--- config.mk ---
export PLATFORM = sky130hd
export DESIGN_NAME = gain_ratio_eq
export DESIGN_NICKNAME = d
export VERILOG_FILES = /design/src/rtl/gre_pkg.sv /design/src/rtl/gre_power_acc.sv /design/src/rtl/gre_solver.sv /design/src/rtl/gre_scale.sv /design/src/rtl/gain_ratio_eq.sv
export SDC_FILE = /design/constraint.sdc
export NUM_CORES = 2
export LEC_CHECK = 0
export ABC_CLOCK_PERIOD_IN_PS = 11700
export BUFFER_PORTS_ARGS = -buffer_cell sky130_fd_sc_hd__clkbuf_2
export CAP_MARGIN = 40
export CORE_MARGIN = 2
export CORE_UTILIZATION = 65
export CTS_CLUSTER_DIAMETER = 60
export DETAILED_ROUTE_END_ITERATION = 6
export PLACE_DENSITY_LB_ADDON = 0.2
export RECOVER_POWER = 50
export SETUP_SLACK_MARGIN = 0.15
export SYNTH_ARGS = -nofsm -noshare
export SYNTH_HDL_FRONTEND = slang
export SYNTH_SLANG_ARGS = --single-unit
--- constraint.sdc ---
create_clock -name clk -period 11.7 [get_ports clk]
set_input_delay 2.34 -clock clk [delete_from_list [all_inputs] [get_ports clk]]
set_output_delay 2.34 -clock clk [all_outputs]
set_load 0.1 [all_outputs]
--- src/rtl/gre_pkg.sv ---
package gre_pkg;
    localparam int GAIN_W    = 16;
    localparam int GAIN_FRAC = 14;
    localparam int GAIN_INT  = GAIN_W - GAIN_FRAC;
    localparam logic [GAIN_W-1:0] GAIN_UNITY = 16'h4000;
    localparam logic [GAIN_W-1:0] GAIN_MAX   = 16'hFFFF;

    typedef enum logic [2:0] {
        ST_IDLE,
        ST_PREP,
        ST_DIV,
        ST_ROOT,
        ST_WRITE
    } solve_state_e;
endpackage

--- src/rtl/gre_power_acc.sv ---
// Per-channel sum-of-squares accumulator with round-robin channel tracking.
module gre_power_acc #(
    parameter int NUM_CH   = 4,
    parameter int DATA_W   = 12,
    parameter int WIN_LOG2 = 6,
    parameter int ACC_W    = 2 * DATA_W + WIN_LOG2,
    parameter int CH_W     = $clog2(NUM_CH)
) (
    input  logic                                clk,
    input  logic                                rst_n,
    input  logic                                in_valid,
    input  logic signed [DATA_W-1:0]            in_data,
    output logic [CH_W-1:0]                     ch_idx,
    output logic                                win_last,
    output logic [NUM_CH-1:0][ACC_W-1:0]        pwr
);
    logic [CH_W-1:0]               ch_q;
    logic [WIN_LOG2-1:0]           frm_q;
    logic [NUM_CH-1:0][ACC_W-1:0]  acc_q;
    logic signed [2*DATA_W-1:0]    sq_s;
    logic [ACC_W-1:0]              sq_u;

    assign sq_s     = in_data * in_data;
    assign sq_u     = {{WIN_LOG2{1'b0}}, sq_s};
    assign ch_idx   = ch_q;
    assign win_last = in_valid && (ch_q == CH_W'(NUM_CH - 1)) && (frm_q == '1);

    always_ff @(posedge clk or negedge rst_n) begin
        if (!rst_n) begin
            ch_q  <= '0;
            frm_q <= '0;
        end else if (in_valid) begin
            if (ch_q == CH_W'(NUM_CH - 1)) begin
                ch_q  <= '0;
                frm_q <= frm_q + 1'b1;
            end else begin
                ch_q <= ch_q + 1'b1;
            end
        end
    end

    for (genvar c = 0; c < NUM_CH; c++) begin : g_lane
        // power including the sample presented this cycle
        assign pwr[c] = acc_q[c] + ((in_valid && ch_q == CH_W'(c)) ? sq_u : '0);

        always_ff @(posedge clk or negedge rst_n) begin
            if (!rst_n) begin
                acc_q[c] <= '0;
            end else if (win_last) begin
                acc_q[c] <= '0;
            end else if (in_valid && ch_q == CH_W'(c)) begin
                acc_q[c] <= pwr[c];
            end
        end
    end
endmodule

--- src/rtl/gre_solver.sv ---
// Sequential solver: factor_i = sqrt(P0 / Pi) in Q2.14 via restoring divide and bitwise root.
module gre_solver
    import gre_pkg::*;
#(
    parameter int NUM_CH = 4,
    parameter int ACC_W  = 30,
    parameter int CH_W   = $clog2(NUM_CH)
) (
    input  logic                                clk,
    input  logic                                rst_n,
    input  logic                                start,
    input  logic [NUM_CH-1:0][ACC_W-1:0]        pwr,
    output logic [NUM_CH-1:0][GAIN_W-1:0]       gain,
    output logic                                busy
);
    localparam int DIV_W      = ACC_W + 2 * GAIN_FRAC;
    localparam int RATIO_W    = 2 * GAIN_W;
    localparam int ROOT_STEPS = GAIN_W;
    localparam int SAT_SH     = 2 * GAIN_INT;
    localparam int CNT_W      = $clog2(DIV_W + 1);

    solve_state_e state_q, state_d;

    logic [NUM_CH-1:0][ACC_W-1:0]  snap_q;
    logic [NUM_CH-1:0][GAIN_W-1:0] gain_q;
    logic [CH_W-1:0]               sel_q;
    logic [DIV_W-1:0]              dq_q;
    logic [ACC_W-1:0]              rem_q;
    logic [ACC_W-1:0]              den_q;
    logic [CNT_W-1:0]              cnt_q;
    logic [RATIO_W-1:0]            op_q, res_q, one_q;
    logic [GAIN_W-1:0]             fac_q;

    // early-exit decisions for the selected channel
    logic [ACC_W-1:0]        p_ref, p_sel;
    logic                    den_zero, ratio_sat;
    assign p_ref     = snap_q[0];
    assign p_sel     = snap_q[sel_q];
    assign den_zero  = (p_sel == '0);
    assign ratio_sat = ({{SAT_SH{1'b0}}, p_ref} >= {p_sel, {SAT_SH{1'b0}}});

    // one restoring division step
    logic [ACC_W:0]          rem_sh;
    logic                    div_ge;
    logic [ACC_W:0]          rem_sub;
    logic [ACC_W-1:0]        rem_nx;
    logic [DIV_W-1:0]        dq_nx;
    assign rem_sh  = {rem_q, dq_q[DIV_W-1]};
    assign div_ge  = (rem_sh >= {1'b0, den_q});
    assign rem_sub = rem_sh - {1'b0, den_q};
    assign rem_nx  = div_ge ? rem_sub[ACC_W-1:0] : rem_sh[ACC_W-1:0];
    assign dq_nx   = {dq_q[DIV_W-2:0], div_ge};

    // one square-root step
    logic [RATIO_W-1:0]      trial, op_nx, res_nx;
    logic                    root_ge;
    assign trial   = res_q + one_q;
    assign root_ge = (op_q >= trial);
    assign op_nx   = root_ge ? (op_q - trial) : op_q;
    assign res_nx  = root_ge ? ((res_q >> 1) + one_q) : (res_q >> 1);

    assign gain = gain_q;
    assign busy = (state_q != ST_IDLE);

    // state register
    always_ff @(posedge clk or negedge rst_n) begin
        if (!rst_n) state_q <= ST_IDLE;
        else        state_q <= state_d;
    end

    // next-state logic
    always_comb begin
        state_d = state_q;
        unique case (state_q)
            ST_IDLE:  if (start) state_d = ST_PREP;
            ST_PREP:  state_d = (den_zero || ratio_sat) ? ST_WRITE : ST_DIV;
            ST_DIV:   if (cnt_q == '0) state_d = ST_ROOT;
            ST_ROOT:  if (cnt_q == '0) state_d = ST_WRITE;
            ST_WRITE: state_d = (sel_q == CH_W'(NUM_CH - 1)) ? ST_IDLE : ST_PREP;
            default:  state_d = ST_IDLE;
        endcase
    end

    // datapath and factor registers
    always_ff @(posedge clk or negedge rst_n) begin
        if (!rst_n) begin
            snap_q <= '0;
            gain_q <= {NUM_CH{GAIN_UNITY}};
            sel_q  <= '0;
            dq_q   <= '0;
            rem_q  <= '0;
            den_q  <= '0;
            cnt_q  <= '0;
            op_q   <= '0;
            res_q  <= '0;
            one_q  <= '0;
            fac_q  <= '0;
        end else begin
            unique case (state_q)
                ST_IDLE: begin
                    if (start) begin
                        snap_q <= pwr;
                        sel_q  <= CH_W'(1);
                    end
                end
                ST_PREP: begin
                    den_q <= p_sel;
                    dq_q  <= {p_ref, {(2 * GAIN_FRAC){1'b0}}};
                    rem_q <= '0;
                    cnt_q <= CNT_W'(DIV_W - 1);
                    if (den_zero)       fac_q <= gain_q[sel_q];
                    else if (ratio_sat) fac_q <= GAIN_MAX;
                end
                ST_DIV: begin
                    dq_q  <= dq_nx;
                    rem_q <= rem_nx;
                    cnt_q <= cnt_q - 1'b1;
                    if (cnt_q == '0) begin
                        op_q  <= dq_nx[RATIO_W-1:0];
                        res_q <= '0;
                        one_q <= RATIO_W'(1) << (RATIO_W - 2);
                        cnt_q <= CNT_W'(ROOT_STEPS - 1);
                    end
                end
                ST_ROOT: begin
                    op_q  <= op_nx;
                    res_q <= res_nx;
                    one_q <= one_q >> 2;
                    cnt_q <= cnt_q - 1'b1;
                    if (cnt_q == '0) fac_q <= res_nx[GAIN_W-1:0];
                end
                ST_WRITE: begin
                    gain_q[sel_q] <= fac_q;
                    sel_q         <= sel_q + 1'b1;
                end
                default: ;
            endcase
        end
    end
endmodule

--- src/rtl/gre_scale.sv ---
// Multiplies a sample by its Q2.14 factor, rounds half up, saturates to DATA_W.
module gre_scale
    import gre_pkg::*;
#(
    parameter int DATA_W = 12
) (
    input  logic                     clk,
    input  logic                     rst_n,
    input  logic                     in_valid,
    input  logic signed [DATA_W-1:0] in_data,
    input  logic [GAIN_W-1:0]        gain,
    output logic                     out_valid,
    output logic signed [DATA_W-1:0] out_data
);
    localparam int PROD_W = DATA_W + GAIN_W + 1;
    localparam logic signed [PROD_W-1:0] HALF = PROD_W'(1) <<< (GAIN_FRAC - 1);
    localparam logic signed [PROD_W-1:0] MAXV = PROD_W'((1 << (DATA_W - 1)) - 1);
    localparam logic signed [PROD_W-1:0] MINV = -(PROD_W'(1) <<< (DATA_W - 1));

    logic signed [PROD_W-1:0] prod, rnd, shr;
    logic signed [DATA_W-1:0] sat;

    assign prod = in_data * $signed({1'b0, gain});
    assign rnd  = prod + HALF;
    assign shr  = rnd >>> GAIN_FRAC;

    always_comb begin
        if (shr > MAXV)      sat = MAXV[DATA_W-1:0];
        else if (shr < MINV) sat = MINV[DATA_W-1:0];
        else                 sat = shr[DATA_W-1:0];
    end

    always_ff @(posedge clk or negedge rst_n) begin
        if (!rst_n) begin
            out_valid <= 1'b0;
            out_data  <= '0;
        end else begin
            out_valid <= in_valid;
            if (in_valid) out_data <= sat;
        end
    end
endmodule

--- src/rtl/gain_ratio_eq.sv ---
module gain_ratio_eq
    import gre_pkg::*;
#(
    parameter int NUM_CH   = 4,
    parameter int DATA_W   = 12,
    parameter int WIN_LOG2 = 6
) (
    input  logic                          clk,
    input  logic                          rst_n,
    input  logic                          in_valid,
    input  logic signed [DATA_W-1:0]      in_data,
    output logic                          out_valid,
    output logic signed [DATA_W-1:0]      out_data,
    output logic [GAIN_W*NUM_CH-1:0]      gain_o
);
    localparam int ACC_W = 2 * DATA_W + WIN_LOG2;
    localparam int CH_W  = $clog2(NUM_CH);

    logic [CH_W-1:0]                 ch_idx;
    logic                            win_last;
    logic [NUM_CH-1:0][ACC_W-1:0]    pwr;
    logic [NUM_CH-1:0][GAIN_W-1:0]   gain_arr;
    logic                            solve_busy;

    gre_power_acc #(
        .NUM_CH(NUM_CH), .DATA_W(DATA_W), .WIN_LOG2(WIN_LOG2),
        .ACC_W(ACC_W), .CH_W(CH_W)
    ) u_acc (
        .clk(clk), .rst_n(rst_n), .in_valid(in_valid), .in_data(in_data),
        .ch_idx(ch_idx), .win_last(win_last), .pwr(pwr)
    );

    gre_solver #(
        .NUM_CH(NUM_CH), .ACC_W(ACC_W), .CH_W(CH_W)
    ) u_solver (
        .clk(clk), .rst_n(rst_n), .start(win_last), .pwr(pwr),
        .gain(gain_arr), .busy(solve_busy)
    );

    gre_scale #(
        .DATA_W(DATA_W)
    ) u_scale (
        .clk(clk), .rst_n(rst_n), .in_valid(in_valid), .in_data(in_data),
        .gain(gain_arr[ch_idx]), .out_valid(out_valid), .out_data(out_data)
    );

    assign gain_o = gain_arr;
endmodule

Word level (Yosys, flattened, before mapping)

Cells that the tools add are included.

Flip-flop bits (word level): 566
Latch bits: 0
Bits in writable memories: 0
Memory bits (read-only): 0
Bits of input ports: 15
Output and inout bits: 77
Word-level logic and storage cells: 139
Memories: 0

Add/subtract/negate cells: 13
Multiply operators: 2
Divide/modulo/power cells: 0
Magnitude comparators: 8
Equality and inequality tests: 14
Shift-type cells: 0
Multiplexer cells: 49
Bitwise operators: 0
Reductions and logical operators: 27

Operators with widths:

| operator                 | count |
|---|---|
| $mux W30                 | 10 |
| $pmux W32 S2             | 3 |
| $mux W32                 | 5 |
| $add A30 B30 Y30         | 4 |
| $pmux W58 S2             | 1 |
| $mux W16                 | 6 |
| $mux W24                 | 4 |
| $bmux W16 S2             | 2 |
| $bwmux W64               | 1 |
| $bmux W30 S2             | 1 |
| $pmux W30 S2             | 1 |
| $ge A30 B34 Y1           | 1 |
| $add A31 B32 Y32         | 1 |
| $add A32 B32 Y32         | 1 |
| $demux W16 S2            | 1 |
| $ge A32 B32 Y1           | 1 |
| $pmux W16 S2             | 1 |
| $sub A32 B32 Y32         | 1 |
| $ge A31 B30 Y1           | 1 |
| $logic_not A30 Y1        | 1 |
| $sub A30 B30 Y30         | 1 |
| $add A29 B15 Y29 const B | 1 |
| $mul A12 B17 Y29         | 1 |
| $mul A12 B12 Y24         | 1 |
| 33 further kinds         | 62 |

Longest topological paths before layout

Word-level depth: 7
Depth in mapped cells: 34
Depth with buffers taken out: 32

Modules after synthesis

From an unflattened synthesis, not the netlist that was laid out.

Cell total of the unflattened synthesis: 4949
Area total of the unflattened synthesis: 46394.5 um^2

Modules (own cells, without submodules):

| module        | times used | cells each | area an instance (um^2) | seq. area each (um^2) |
|---|---|---|---|---|
| gre_solver    | 1          | 2242       | 23508.8                 | 10239.8 |
| gre_power_acc | 1          | 1887       | 15441.1                 | 3203.1 |
| gre_scale     | 1          | 800        | 7020.5                  | 325.3 |
| gain_ratio_eq | 1          | 20         | 424.2                   | 0.0 |

Least setup slack after synthesis

Ideal clock, no wire load.

Kind: input -> register
From: input in_data[1]
To: register u_solver.snap_q[89] (netlist bit)
Library setup time: 0.134 ns
Arrival time: 9.423 ns
Data required time: 11.566 ns
Path slack: 2.143 ns
Cell stages on the path: 33
Path buffers: 2
Path through: clkbuf_1 > clkbuf_1 > nand2_1 > fa_1 > inv_1 > ha_1 > inv_1 > fa_1 > inv_1 > fa_1 > inv_1 > fa_1 > inv_1 > ha_1 > nor2b_1 > o21a_1 > o41ai_1 > o21ai_0 > o21ai_0 > nand2b_1 > xnor2_1 > nor2_1 > ha_1 > a21o_1 > a21o_1 > a21o_1 > a21o_1 > a21o_1 > a2111o_1 > a31oi_1 > nor2_1 > xnor2_1 > o21ai_0

Longest elaborated chain between the ends: 3

RTL lines:

| item                   | RTL line            | RTL |
|---|---|---|
| start: declaration     | gain_ratio_eq.sv:11 | `input logic signed [DATA_W-1:0] in_data,` |
| $mul A12 B12 Y24       | gre_power_acc.sv:23 | `assign sq_s = in_data * in_data;` |
| $mux W24               | gre_power_acc.sv:44 | `assign pwr[c] = acc_q[c] + ((in_valid && ch_q == CH_W'(c)) ? sq_u : '0);` |
| $add A30 B30 Y30       | gre_power_acc.sv:44 |  |
| end signal: assignment | gre_solver.sv:102   | `snap_q <= pwr;` |
| end: declaration       | gre_solver.sv:24    | `logic [NUM_CH-1:0][ACC_W-1:0] snap_q;` |

Every way passes these cells.
A chain may end at the register's enable or synchronous reset.

Worst setup path in the final report

From: input in_data[6]
To: register u_solver.snap_q[89] (netlist bit)

Same word-level chain as after synthesis.

==> metrics.csv <==
metric,value,unit
outcome,finished with violations,
violations,"capacitance limit, slew limit",
cts_hold_buf,0,
die_w,267,um
coreArea,0.0685,mm2
vias,35752,
final_layout_size_suffix_gt1_share,8.77,%
worstHoldPathType,reg2reg,
ant_nets,0,
totalWireLength,111000,um
layout.cells.non_filler,5863,
finalPower,0.00874,W
synth_edf_count,0,
crit_arrival,10750,ps
slew_headroom,-297,%
drc,0,
seq_area_frac_synth,30.7,%
final_nets,5581,
post_cts_buffers,0,
crit_fanout,25,
critPathMaxStageDelay,640,ps
antenna_found_initial,3,
cts_tree,yes,
syn-mean-instance-area,9.05,um2
io_pins,92,
area_growth_syn_to_layout,7.67,%
post-place-cells,5751,
placed_cell_area,0.0461,mm2
worstMarginPinSlew,5960,ps
rsz0062_at_grt,false,
async_reset_ff_share,100,%
drtIter0Drc,2824,
avgRoutedWirePerCell,18.9,um
fin_util,70.4,%
clock_skew,37.2,ps
worstPathRequired,12220,ps
final_common_cell,nand2_1,
cts-root-buf,clkbuf_16,
setup_viol,0,
cts_resized,0,
port_buffers,91,
finalHoldViolations,0,
grt_usage,31.6,%
die_h,267,um
path_class,in2reg,
fp-row-count,96,
synth_area,0.0448,mm2
grt_max_degree,107,
initial_core_util,65.4,%
endpoint_kind,register,
avgViaCountPerCell,6.10,
fin_area,0.0482,mm2
first_global_vias,35222,
power.density,181,mW/mm2
finalMaxSlewViolations,561,
diodes,0,
gp_congestion,0.901,
period_needed,10220,ps
die-area,0.0710,mm2
cts_sinks,550,
clk_latency,610,ps
leakage,23.7,nW
cap_violations,10,
fin_tns_setup,0,ps
dr.pass1.iters,6,
cts_made_buffers,66,
cts_htree_levels,3,
ys.flop_type,dfrtp_1,
clockBufferDepth,3,
max_freq,97.8,MHz
multi_input_area,0.0285,mm2
syn-num-nets,5592,
slowest_stage,o41ai_1,
dp_hpwl,81300,um
clk_pin_slew,60,ps
ys_ff_latch,550,
fillers,5267,
layout_common_cells,"nand2_1, dfrtp_1, inv_1",
ys_warn_count,0,
vdd_drop_max,293,uV
overflow,0,
period_share,87.4,%
synthDistinctLibCells,81,
start_kind,input port,
final-seq-area,0.0138,mm2
syn-instance-count,4948,
grt_pass1_wl,181000,um
## per-layer routing
metal | GRT usage [%] | up-vias | share of wire (%)
li1 | - | 16737 | -
met1 | 44.0 | 17660 | 43
met2 | 51.3 | 1131 | 47
met3 | 4.46 | 218 | 6.6
met4 | 10.1 | 6 | 2.9
met5 | 0 | - | 0.035
## worst max-delay path: cells and delay by family
| family | cells | cell delay, ps |
|---|---|---|
| and+or+nand+nor | 5 | 610 |
| adders and majority gates | 7 | 3020 |
| buffers and inverters | 6 | 800 |
| xor gates and xnor gates | 2 | 670 |
| AOI/OAI and AO/OA | 12 | 3290 |
## sequential cells by signal, summed over array words and instances, names as in the netlist
signal / flops
u_solver.res_q: 32
u_acc.ch_idx: 2
u_acc.frm_q: 6
u_solver.den_q: 30
u_solver.state_q: 3
u_solver.p_ref: 30
u_solver.dq_q: 58
u_solver.sel_q: 2
u_scale.out_valid: 1
u_solver.fac_q: 16
u_acc.acc_q: 120
u_solver.one_q: 16
u_solver.gain: 64
u_solver.op_q: 32
u_solver.snap_q: 90
u_solver.rem_q: 30
u_scale.out_data: 12
u_solver.cnt_q: 6
## synth_stat cells (27+ instances only)
| cell type | n | area, um2 |
|---|---|---|
| or3_1 | 30 | 188 |
| o21a_1 | 33 | 248 |
| dfrtp_1 | 546 | 13700 |
| clkbuf_1 | 205 | 769 |
| mux2_2 | 74 | 833 |
| and2_1 | 105 | 657 |
| xor2_1 | 93 | 815 |
| mux2i_1 | 27 | 270 |
| nor2_1 | 369 | 1390 |
| nand3_1 | 53 | 265 |
| o21bai_1 | 30 | 225 |
| mux4_2 | 57 | 1280 |
| nand2_1 | 823 | 3090 |
| nor2b_1 | 29 | 181 |
| nor3_1 | 48 | 240 |
| and3_1 | 44 | 275 |
| xnor2_1 | 175 | 1530 |
| nand2b_1 | 36 | 225 |
| nand4_1 | 32 | 200 |
| fa_1 | 262 | 5250 |
| o21ai_0 | 273 | 1370 |
| ha_1 | 367 | 4590 |
| a21oi_1 | 283 | 1420 |
| a21o_1 | 85 | 638 |
| a31oi_1 | 79 | 494 |
| inv_1 | 440 | 1650 |
| a22o_1 | 59 | 517 |
## per-stage QoR
step | hold slack [ps] | setup slack, ps
after global placement | 446 | 1100
after CTS | 465 | 1540
after global routing | 500 | 664
after detailed placement | 452 | 944
after floorplan | 434 | 2140
final | 470 | 1480
## logic make-up after synthesis
family	after synthesis	share of synthesized area [%]
xor gates and xnor gates	268	5.24
adders and majority gates	629	22.0
buffers and inverters	671	5.74
AOI/OAI and AO/OA	1028	14.5
muxes	171	5.89
and+or+nand+nor	1631	16.0
DFF	550	30.7
## cell type report
class	instances	share of cell area [%]
Clock inverter	31	0.877
Multi-Input combinational cell	3727	59.1
Clock buffer	81	3.79
Tap cell	882	2.29
Sequential cell	550	28.6
Inverter	441	3.43
Timing Repair Buffer	151	1.95
## worst paths after layout
path | startpoint | endpoint | slack (ps) | cells after the start
min reg2reg | u_solver.snap_q[110] | u_solver.snap_q[110] | 470 | 2
max in group asynchronous | rst_n | u_acc.acc_q[67] | 2160 | 3
min | u_solver.snap_q[110] | u_solver.snap_q[110] | 470 | 2
min in group asynchronous | rst_n | u_solver.rem_q[23] | 3880 | 1
max reg2reg | u_acc.ch_idx[0] | u_scale.out_data[1] | 3700 | 23
max | in_data[6] | u_solver.snap_q[89] | 1480 | 32
## report_power, final
group	switching, W	internal (W)
clock network	0.000870	0.00128
logic	0.00285	0.00159
registers	0.000105	0.00205
total	0.00382	0.00492
No activity file was read; power rests on OpenSTA's default activity.
